`config.mk`:
```
export PLATFORM = sky130hd
export DESIGN_NAME = wti_cache
export DESIGN_NICKNAME = d
export VERILOG_FILES = /design/src/rtl/wti_pkg.sv /design/src/rtl/wti_tag_store.sv /design/src/rtl/wti_data_store.sv /design/src/rtl/wti_ctrl.sv /design/src/rtl/wti_cache.sv
export SDC_FILE = /design/constraint.sdc
export NUM_CORES = 1
export LEC_CHECK = 0
export ABC_AREA = 1
export ABC_CLOCK_PERIOD_IN_PS = 2600
export BUFFER_PORTS_ARGS = -buffer_cell sky130_fd_sc_hd__buf_4
export CELL_PAD_IN_SITES_DETAIL_PLACEMENT = 0
export CELL_PAD_IN_SITES_GLOBAL_PLACEMENT = 1
export CORE_UTILIZATION = 37
export DETAILED_ROUTE_END_ITERATION = 7
export PLACE_DENSITY = 0.79
export SYNTH_ARGS = -nofsm -noshare
export SYNTH_HDL_FRONTEND = slang
export SYNTH_HIERARCHICAL = 1
export SYNTH_SLANG_ARGS = --single-unit
```
`constraint.sdc`:
```
create_clock -name clk -period 2.6 [get_ports clk]
set_clock_uncertainty 0.2 [all_clocks]
set_input_delay 0.13 -clock clk [delete_from_list [all_inputs] [get_ports clk]]
set_output_delay 0.13 -clock clk [all_outputs]
set_load 0.01 [all_outputs]
```
`src/rtl/wti_pkg.sv`:
```
package wti_pkg;

    typedef enum logic [1:0] {
        ST_IDLE = 2'd0,
        ST_LOOK = 2'd1,
        ST_BUS  = 2'd2,
        ST_RESP = 2'd3
    } ctl_state_e;

    localparam logic CMD_RD = 1'b0;
    localparam logic CMD_WR = 1'b1;

endpackage

```
`src/rtl/wti_tag_store.sv`:
```
module wti_tag_store #(
    parameter int IDX_W = 2,
    parameter int TAG_W = 6
) (
    input  logic             clk,
    input  logic             rst_n,
    input  logic [IDX_W-1:0] look_idx,
    input  logic [TAG_W-1:0] look_tag,
    output logic             look_hit,
    input  logic             snp_valid,
    input  logic             snp_wr,
    input  logic [IDX_W-1:0] snp_idx,
    input  logic [TAG_W-1:0] snp_tag,
    output logic             snp_hit,
    input  logic             fill_en,
    input  logic [IDX_W-1:0] fill_idx,
    input  logic [TAG_W-1:0] fill_tag
);
    localparam int LINES = 1 << IDX_W;

    logic [LINES-1:0] valid_q, valid_d;
    logic [TAG_W-1:0] tag_q [LINES];
    logic [TAG_W-1:0] tag_d [LINES];

    always_comb begin
        look_hit = valid_q[look_idx] && (tag_q[look_idx] == look_tag);
        snp_hit  = snp_valid && snp_wr && valid_q[snp_idx] && (tag_q[snp_idx] == snp_tag);
    end

    always_comb begin
        valid_d = valid_q;
        tag_d   = tag_q;
        if (fill_en) begin
            valid_d[fill_idx] = 1'b1;
            tag_d[fill_idx]   = fill_tag;
        end
        // snoop invalidation is applied last so it wins over a fill
        if (snp_hit) begin
            valid_d[snp_idx] = 1'b0;
        end
    end

    always_ff @(posedge clk) begin
        if (!rst_n) begin
            valid_q <= '0;
            for (int i = 0; i < LINES; i++) begin
                tag_q[i] <= '0;
            end
        end else begin
            valid_q <= valid_d;
            tag_q   <= tag_d;
        end
    end


    snoop_inv_chk: assert property (@(posedge clk) disable iff (!rst_n)
        snp_hit |=> !valid_q[$past(snp_idx)]);


    reset_clear_chk: assert property (@(posedge clk)
        !rst_n |=> valid_q == '0);

endmodule

```
`src/rtl/wti_data_store.sv`:
```
module wti_data_store #(
    parameter int IDX_W  = 2,
    parameter int DATA_W = 16
) (
    input  logic              clk,
    input  logic              rst_n,
    input  logic              wr_en,
    input  logic [IDX_W-1:0]  wr_idx,
    input  logic [DATA_W-1:0] wr_data,
    input  logic [IDX_W-1:0]  rd_idx,
    output logic [DATA_W-1:0] rd_data
);
    localparam int LINES = 1 << IDX_W;

    logic [DATA_W-1:0] line_q [LINES];
    logic [DATA_W-1:0] line_d [LINES];

    always_comb begin
        line_d = line_q;
        if (wr_en) begin
            line_d[wr_idx] = wr_data;
        end
        rd_data = line_q[rd_idx];
    end

    always_ff @(posedge clk) begin
        if (!rst_n) begin
            for (int i = 0; i < LINES; i++) begin
                line_q[i] <= '0;
            end
        end else begin
            line_q <= line_d;
        end
    end

endmodule

```
`src/rtl/wti_ctrl.sv`:
```
module wti_ctrl
    import wti_pkg::*;
#(
    parameter int ADDR_W = 8,
    parameter int IDX_W  = 2,
    parameter int DATA_W = 16,
    localparam int TAG_W = ADDR_W - IDX_W
) (
    input  logic              clk,
    input  logic              rst_n,
    input  logic              proc_valid,
    output logic              proc_ready,
    input  logic              proc_we,
    input  logic [ADDR_W-1:0] proc_addr,
    input  logic [DATA_W-1:0] proc_wdata,
    output logic              rsp_valid,
    output logic [DATA_W-1:0] rsp_rdata,
    output logic              bus_req,
    input  logic              bus_gnt,
    output logic              bus_cmd,
    output logic [ADDR_W-1:0] bus_addr,
    output logic [DATA_W-1:0] bus_wdata,
    input  logic              bus_ack,
    input  logic [DATA_W-1:0] bus_rdata,
    output logic [IDX_W-1:0]  look_idx,
    output logic [TAG_W-1:0]  look_tag,
    input  logic              look_hit,
    input  logic [DATA_W-1:0] look_data,
    input  logic              snp_hit,
    input  logic [IDX_W-1:0]  snp_idx,
    output logic              fill_en,
    output logic              dwr_en,
    output logic [DATA_W-1:0] dwr_data
);
    typedef struct packed {
        ctl_state_e        state;
        logic              we;
        logic [ADDR_W-1:0] addr;
        logic [DATA_W-1:0] wdata;
        logic [DATA_W-1:0] rdata;
    } ctl_regs_t;

    ctl_regs_t r_q, r_d;
    logic      conflict;
    logic      bus_done;

    always_comb begin
        look_idx  = r_q.addr[IDX_W-1:0];
        look_tag  = r_q.addr[ADDR_W-1:IDX_W];
        conflict  = snp_hit && (snp_idx == look_idx);
        bus_done  = bus_gnt && bus_ack;

        r_d        = r_q;
        proc_ready = 1'b0;
        rsp_valid  = 1'b0;
        bus_req    = 1'b0;
        fill_en    = 1'b0;
        dwr_en     = 1'b0;
        dwr_data   = r_q.wdata;

        unique case (r_q.state)
            ST_IDLE: begin
                proc_ready = 1'b1;
                if (proc_valid) begin
                    r_d.we    = proc_we;
                    r_d.addr  = proc_addr;
                    r_d.wdata = proc_wdata;
                    r_d.state = ST_LOOK;
                end
            end
            ST_LOOK: begin
                if (conflict) begin
                    r_d.state = ST_LOOK;
                end else if (!r_q.we && look_hit) begin
                    r_d.rdata = look_data;
                    r_d.state = ST_RESP;
                end else begin
                    r_d.state = ST_BUS;
                end
            end
            ST_BUS: begin
                bus_req = 1'b1;
                if (bus_done) begin
                    if (!r_q.we) begin
                        fill_en   = 1'b1;
                        dwr_en    = 1'b1;
                        dwr_data  = bus_rdata;
                        r_d.rdata = bus_rdata;
                    end else if (look_hit) begin
                        dwr_en   = 1'b1;
                        dwr_data = r_q.wdata;
                    end
                    r_d.state = ST_RESP;
                end
            end
            ST_RESP: begin
                rsp_valid = 1'b1;
                r_d.state = ST_IDLE;
            end
            default: r_d.state = ST_IDLE;
        endcase

        bus_cmd   = r_q.we ? CMD_WR : CMD_RD;
        bus_addr  = r_q.addr;
        bus_wdata = r_q.wdata;
        rsp_rdata = r_q.rdata;
    end

    always_ff @(posedge clk) begin
        if (!rst_n) begin
            r_q <= '{state: ST_IDLE, we: 1'b0, addr: '0, wdata: '0, rdata: '0};
        end else begin
            r_q <= r_d;
        end
    end


    bus_hold_chk: assert property (@(posedge clk) disable iff (!rst_n)
        (bus_req && !(bus_gnt && bus_ack)) |=>
            (bus_req && $stable(bus_addr) && $stable(bus_cmd) && $stable(bus_wdata)));


    rsp_pulse_chk: assert property (@(posedge clk) disable iff (!rst_n)
        rsp_valid |=> !rsp_valid);


    busy_after_accept_chk: assert property (@(posedge clk) disable iff (!rst_n)
        (proc_valid && proc_ready) |=> !proc_ready);


    hit_local_chk: assert property (@(posedge clk) disable iff (!rst_n)
        (r_q.state == ST_LOOK && !r_q.we && look_hit && !conflict) |=> (!bus_req && rsp_valid));


    snoop_first_chk: assert property (@(posedge clk) disable iff (!rst_n)
        (r_q.state == ST_LOOK && conflict) |=> (!rsp_valid && !bus_req));


    one_side_chk: assert property (@(posedge clk) disable iff (!rst_n)
        !(proc_ready && (bus_req || rsp_valid)));

endmodule

```
`src/rtl/wti_cache.sv`:
```
module wti_cache
    import wti_pkg::*;
#(
    parameter int ADDR_W = 8,
    parameter int IDX_W  = 2,
    parameter int DATA_W = 16
) (
    input  logic              clk,
    input  logic              rst_n,
    input  logic              proc_valid,
    output logic              proc_ready,
    input  logic              proc_we,
    input  logic [ADDR_W-1:0] proc_addr,
    input  logic [DATA_W-1:0] proc_wdata,
    output logic              rsp_valid,
    output logic [DATA_W-1:0] rsp_rdata,
    output logic              bus_req,
    input  logic              bus_gnt,
    output logic              bus_cmd,
    output logic [ADDR_W-1:0] bus_addr,
    output logic [DATA_W-1:0] bus_wdata,
    input  logic              bus_ack,
    input  logic [DATA_W-1:0] bus_rdata,
    input  logic              snp_valid,
    input  logic              snp_cmd,
    input  logic [ADDR_W-1:0] snp_addr
);
    localparam int TAG_W = ADDR_W - IDX_W;

    logic [IDX_W-1:0]  look_idx;
    logic [TAG_W-1:0]  look_tag;
    logic              look_hit;
    logic [DATA_W-1:0] look_data;
    logic              snp_hit;
    logic              fill_en;
    logic              dwr_en;
    logic [DATA_W-1:0] dwr_data;
    logic              snp_wr;

    assign snp_wr = (snp_cmd == CMD_WR);

    wti_tag_store #(
        .IDX_W (IDX_W),
        .TAG_W (TAG_W)
    ) u_tags (
        .clk       (clk),
        .rst_n     (rst_n),
        .look_idx  (look_idx),
        .look_tag  (look_tag),
        .look_hit  (look_hit),
        .snp_valid (snp_valid),
        .snp_wr    (snp_wr),
        .snp_idx   (snp_addr[IDX_W-1:0]),
        .snp_tag   (snp_addr[ADDR_W-1:IDX_W]),
        .snp_hit   (snp_hit),
        .fill_en   (fill_en),
        .fill_idx  (look_idx),
        .fill_tag  (look_tag)
    );

    wti_data_store #(
        .IDX_W  (IDX_W),
        .DATA_W (DATA_W)
    ) u_data (
        .clk     (clk),
        .rst_n   (rst_n),
        .wr_en   (dwr_en),
        .wr_idx  (look_idx),
        .wr_data (dwr_data),
        .rd_idx  (look_idx),
        .rd_data (look_data)
    );

    wti_ctrl #(
        .ADDR_W (ADDR_W),
        .IDX_W  (IDX_W),
        .DATA_W (DATA_W)
    ) u_ctrl (
        .clk        (clk),
        .rst_n      (rst_n),
        .proc_valid (proc_valid),
        .proc_ready (proc_ready),
        .proc_we    (proc_we),
        .proc_addr  (proc_addr),
        .proc_wdata (proc_wdata),
        .rsp_valid  (rsp_valid),
        .rsp_rdata  (rsp_rdata),
        .bus_req    (bus_req),
        .bus_gnt    (bus_gnt),
        .bus_cmd    (bus_cmd),
        .bus_addr   (bus_addr),
        .bus_wdata  (bus_wdata),
        .bus_ack    (bus_ack),
        .bus_rdata  (bus_rdata),
        .look_idx   (look_idx),
        .look_tag   (look_tag),
        .look_hit   (look_hit),
        .look_data  (look_data),
        .snp_hit    (snp_hit),
        .snp_idx    (snp_addr[IDX_W-1:0]),
        .fill_en    (fill_en),
        .dwr_en     (dwr_en),
        .dwr_data   (dwr_data)
    );

endmodule

```
# After elaboration in Yosys (flattened, before gate mapping)
# Cells that the tools add are included.
word_totals:
  elab_cells: 102
  in_bits: 56
  out_inout_bits: 44
  mem_count: 0
  mem_bits_rw: 0
  register_bits: 135
  latch_bits: 0
  romBits: 0
op_classes:
  n_shift: 0
  eq_ne: 11
  add_sub_neg: 0
  div: 0
  n_reduce_logical: 16
  n_lt_le_gt_ge: 7
  multipliers: 0
  muxes: 49
  n_bitwise: 5
ops:
  columns: ["operator", "count"]
  rows:
  - ["16-bit two-way mux", 10]
  - ["64-bit bitwise mux", 1]
  - ["16-bit binary-select mux with 2-bit select", 1]
  - ["16-bit demux with 2-bit select", 1]
  - ["16-bit one-hot mux with 2 select lines", 1]
  - ["6-bit two-way mux", 5]
  - ["27-bit two-way mux", 1]
  - ["6-bit binary-select mux with 2-bit select", 2]
  - ["24-bit bitwise mux", 1]
  - ["1-bit two-way mux", 16]
  - ["6-bit demux with 2-bit select", 1]
  - ["6-bit equality test", 2]
  - ["1-bit logical AND", 10]
  - ["4-bit two-way mux", 2]
  - ["2-bit one-hot mux with 4 select lines", 1]
  - ["3-bit >= comparator (second input constant)", 2]
  - ["2-bit by 3-bit < comparator with 1-bit output (second input constant)", 2]
  - ["2-bit != test (second input constant)", 3]
  - ["2-bit NOT with 3-bit output", 2]
  - ["5-bit AND reduction", 1]
  - ["4-bit AND", 1]
  - ["1-bit binary-select mux with 2-bit select", 2]
  - ["1-bit demux with 2-bit select", 2]
  - ["2-bit equality test (second input constant)", 2]
  - ["other kinds (12)", 16]

# Longest topological paths before layout
depth:
  depth_word: 10
  ltp_mapped: 20
  ltp_nobuf: 17

# Hierarchy
# Netlist, hierarchy kept.
modules_own_cells:
  columns: ["mod", "cells_each", "area_each_um2", "seq_area_each_um2", "n_inst"]
  rows:
  - ["wti_data_store", 504, 3124.2, 1281.2, 1]
  - ["wti_ctrl", 415, 2682.6, 860.8, 1]
  - ["wti_tag_store", 290, 1691.6, 560.5, 1]

# Worst setup path after synthesis
# Ideal clock, no wire load.
synth_timing:
  kind: "reg2reg"
  startpoint: "register u_ctrl.r_q (netlist bit u_ctrl/bus_addr[0])"
  endpoint: "register u_data/line_q[57] (netlist bit)"
  arrival_ns: 2.057
  path_slack_ns: 0.228
  stages_incl_launch_ff: 18
  required_ns: 2.285
  path_cell_list: "dfxtp_1 > buf_4 > inv_2 > buf_2 > nand2_1 > nand3_1 > nand2_1 > xnor2_1 > nor2_1 > nand2_1 > nor2_1 > inv_1 > a21oi_1 > buf_2 > clkbuf_1 > nand3_1 > nand2_1 > nor2_1"
synth_between:
  elab_chain_cells: 10
  elab_cells_between_ends: 18
synth_rtl:
  columns: ["item", "line_no", "rtl"]
  rows:
  - ["start, declared", "wti_ctrl.sv:43", "ctl_regs_t r_q, r_d;"]
  - ["start signal, assigned", "wti_ctrl.sv:111", "r_q <= '{state: ST_IDLE, we: 1'b0, addr: '0, wdata: '0, rdata: '0};"]
  - ["start signal, assigned", "wti_ctrl.sv:113", "r_q <= r_d;"]
  - ["2-bit NOT with 3-bit output (implied by the code)", "wti_tag_store.sv:26", "look_hit = valid_q[look_idx] && (tag_q[look_idx] == look_tag);"]
  - ["6-bit binary-select mux with 2-bit select", "wti_tag_store.sv:26", null]
  - ["6-bit two-way mux (implied by the code) (2 in series)", "wti_tag_store.sv:26", null]
  - ["6-bit equality test", "wti_tag_store.sv:26", null]
  - ["1-bit logical AND *", "wti_tag_store.sv:26", null]
  - ["net look_hit", "wti_cache.sv:32", "logic look_hit;"]
  - ["1-bit two-way mux *", "wti_ctrl.sv:89", "end else if (look_hit) begin"]
  - ["1-bit two-way mux *", "wti_ctrl.sv:84", "if (!r_q.we) begin"]
  - ["1-bit two-way mux *", "wti_ctrl.sv:83", "if (bus_done) begin"]
  - ["1-bit two-way mux *", "wti_ctrl.sv:61", "unique case (r_q.state)"]
  - ["net dwr_en", "wti_cache.sv:36", "logic dwr_en;"]
  - ["end signal, assigned", "wti_data_store.sv:32", "line_q <= line_d;"]
  - ["end, declared", "wti_data_store.sv:15", "logic [DATA_W-1:0] line_q [LINES];"]
# Mark *: on every way through the listed nets, which the timed path passes. The rest lies on a longest branch. The select of a mux whose other input is x is not followed.
# A chain may end at the register's enable or synchronous reset.

# Final worst setup path
layout_timing:
  startpoint: "register u_ctrl.r_q (netlist bit u_ctrl/bus_addr[1])"
  endpoint: "register u_ctrl.r_q (netlist bit u_ctrl/rsp_rdata[6])"
layout_between:
  elab_cells_between_ends: 20
layout_rtl:
  columns: ["item", "line_no", "rtl"]
  rows:
  - ["2-bit NOT with 3-bit output (implied by the code)", "wti_data_store.sv:23", "rd_data = line_q[rd_idx];"]
  - ["16-bit binary-select mux with 2-bit select", "wti_data_store.sv:23", null]
  - ["16-bit two-way mux (implied by the code) (2 in series)", "wti_data_store.sv:23", null]
  - ["net look_data[6]", "wti_cache.sv:33", "logic [DATA_W-1:0] look_data;"]
  - ["16-bit two-way mux", "wti_ctrl.sv:74", "end else if (!r_q.we && look_hit) begin"]
  - ["16-bit two-way mux", "wti_ctrl.sv:72", "if (conflict) begin"]
  - ["16-bit one-hot mux with 2 select lines", "wti_ctrl.sv:61", null]
# The timed path passes the listed nets, and every way through them passes these cells. The select of a mux whose other input is x is not followed.

==> results.toml <==
[sta]
fin_crit_sh_pct = 94.3
setup_viol = 0
slew_violations = 0
slew_headroom_pct = 56.3
hold_viol = 0
finalSetupTns_ps = 0
worst_slew_pin_slew_ps = 655
finalHoldWorstSlack_ps = 22.3
max_freq_mhz = 408
fin_crit_ps = 2450
setup_slack_ps = 148

[place]
numPlacedInstances = 1500
port_buffers = 99
pre_cts_slack_ps = 62.4
place.gp.congestion = 0.867
dp_hpwl_um = 14700

[clocking]
cts-root-buf = "clkbuf_16"
cts.htree.levels = 4
cts_buffers = 17
cts.clk_slew.worst_paths_ps = 60
clock_path_buffers = 2
cts_sinks = 135
clk_latency_ps = 420
cts_tree = "built"

[grt]
grt_pass1_vias = 6641
grt_use_total_pct = 21.3
antenna_found_initial = 0
grt_pass1_wl_um = 34100
grt_start_max_net_pins = 55
overflow = 0

[power_and_ir_drop]
p_sw_mw = 1.75
switching_share_pct = 29.1
cellPowerDensity_nw_per_um2 = 646
ir_drop_mv = 0.417
power.share.combinational_pct = 20.8
clkPwrFrac_pct = 41.5
pwr-share-seq_pct = 37.7
p_int_mw = 4.24
p_leak_nw = 4.60

[setup_path]
crit_path_max_fanout = 20
cp-end-kind = "flip-flop"
crit_chain = "buf_4 -> buf_4 -> inv_1 -> o211ai_1 -> nand2_1 -> nand2_1 -> o21ai_0 -> inv_1 -> nand4_1 -> nand2_1 -> nor2_2"
cp_data_required_time_ps = 2760
critPathSlowestCell = "inv_1"
worstSetupPathType = "reg2reg"
crit_buf_inv = 4
max_stage_delay_ps = 520
cp_common_cell = "nand2_1"
worstSetupStartpointType = "flip-flop"
arrival_ps = 2620
path_delay_family = "buffers and inverters"

[floorplan]
dieHeight_um = 144
core_um2 = 19700
die_area_um2 = 20800
ios = 100
start_util_pct = 38.2
rows = 51
die_width_um = 144

[synth]
ys_warn_count = 6
ys_ff_latch = 135
ys_seq_area_share_pct = 36.0
postSynthCellCount = 1209
synth_cell_type_count = 31
synth_fp_nets = 1265
synth.avg_cell_area_um2 = 6.20
synth_area_um2 = 7500

[flow_run]
drv_cap = 0

[drt]
vias = 7335
avgViaCountPerCell = 4.68
first_iter_violations = 520
wl_per_cell_um = 13.8
drc_errors = 0
drtAntennaViolNets = 0
wirelength_um = 21600
first_pass_iters = 5

[finish]
drive_gt1_share_pct = 16.1
diodes = 0
final_util_pct = 47.1
area_growth_pct = 23.6
nets = 1345
finalNonFillerCells = 1566

[min_path]
min_path_type = "in2reg"

[outcome]
outcome = "finished clean"
[layout make-up]
type                            count  area, um^2
Fill cell                        2060       10400
Multi-Input combinational cell    801        3560
Sequential cell                   135        2710
Timing Repair Buffer              171        1440
Inverter                          163         622
Clock buffer                       23         478
Tap cell                          265         332
Clock inverter                      8         121
[state kept, by name, indices dropped and copies added (netlist names), named ones only]
register	flops
u_data/line_q	64
u_ctrl/rsp_rdata	16
u_tags/tag_q	24
u_ctrl/r_q	2
u_ctrl/bus_wdata	16
u_ctrl/bus_addr	8
u_tags/valid_q	4
[per-stage QoR]
stage,total power [mW],instance area [um^2]
after floorplan,3.13,7500
after global placement,3.47,8220
after detailed placement,3.48,8220
after CTS,6.01,9130
after global routing,6.29,9270
final,5.99,9270
[tightest hold or removal path: stages]
cell	delay, ps
buf_4	110
inv_1	60
o21ai_1	130
nor2_1	120
nor2_1	50
[layout by cell type, fill, tap and decap left out, types with 2 or more instances in the layout]
cell type	count
xnor2_1	3
dfxtp_2	2
buf_12	5
buf_8	2
dlygate4sd3_1	31
nand4_1	16
buf_4	132
clkbuf_16	17
clkbuf_1	3
inv_2	6
o211ai_1	32
inv_4	2
nand3_1	25
inv_1	153
nand3_4	4
nor2_1	230
dfxtp_1	133
nand3b_1	2
nand3_2	3
nand2_2	13
a21oi_1	36
nand2_1	325
bufinv_16	3
nor2_2	7
clkbuf_8	3
o21ai_0	77
o22ai_1	2
nor3_1	2
clkinv_2	3
o21ai_1	18
[timing repair]
action                     in CTS  in global routing
setup endpoints to repair       0                 78
hold endpoints to repair       40                  0
gates resized for setup         0                 29
setup buffers                   0                  3
hold buffers                   31                  0
[synth_stat cells]
cell      number  share of area, %
nand2_1      325                16
a21oi_1       37               2.5
nor2_2         4              0.33
buf_1          8              0.40
o22ai_1        2              0.17
nor2_1       233                12
nand4_1       16               1.3
clkbuf_1      14              0.70
nor3_1         2              0.13
o211ai_1      32               3.2
buf_2         34               2.3
nand3_1       28               1.9
xnor2_1        3              0.35
nand3_2        2              0.27
inv_1        154               7.7
buf_6          4              0.60
buf_4         51               5.1
nor2_8         1              0.27
dfxtp_1      135                36
nand3_4        1              0.23
nor2_4         1              0.15
o21ai_0       80               5.3
nand3b_1       2              0.20
o311ai_0       1              0.12
clkinv_1       1             0.050
and3_1         1             0.083
xor2_1         1              0.12
nand2_2       13               1.1
o21ai_1       15               1.0
inv_2          7              0.35
inv_6          1              0.12
[kinds of logic (layout without fill, tap and decap cells)]
family / Yosys count / after routing / share of synthesized area [%]
simple gates: 629 / 630 / 33.9
buf+inv: 274 / 365 / 17.3
xor+xnor: 4 / 4 / 0.467
compound gates: 167 / 167 / 12.3
flops: 135 / 135 / 36.0
[worst paths after layout]
check | from | endpoint | slack (ps) | cells past startpoint
worst max register to register | u_ctrl/bus_addr[1] | u_ctrl/rsp_rdata[6] | 150 | 11
worst min register to register | u_tags/tag_q[4] | u_tags/tag_q[4] | 270 | 2
worst min-delay path | bus_rdata[13] | u_data/line_q[29] | 20 | 5
worst max-delay path | u_ctrl/bus_addr[1] | u_ctrl/rsp_rdata[6] | 150 | 11
[power by group through the flow]
stage	clock [mW]	sequential [mW]	combinational, mW
finish	2.48	2.26	1.25
global route	2.63	2.27	1.39
CTS	2.53	2.25	1.22
detailed placement	0	2.30	1.18
global placement	0	2.30	1.18
floorplan	0	2.27	0.869
[metal layers]
| layer | global-route usage, % | wire, um | up-vias |
|---|---|---|---|
| li1 | - | - | 3825 |
| met5 | 0 | 0 | - |
| met4 | 6.65 | 308 | 0 |
| met3 | 3.74 | 1010 | 23 |
| met2 | 33.9 | 9490 | 180 |
| met1 | 29.1 | 10800 | 3307 |
Power figures use the tool's default switching activity.
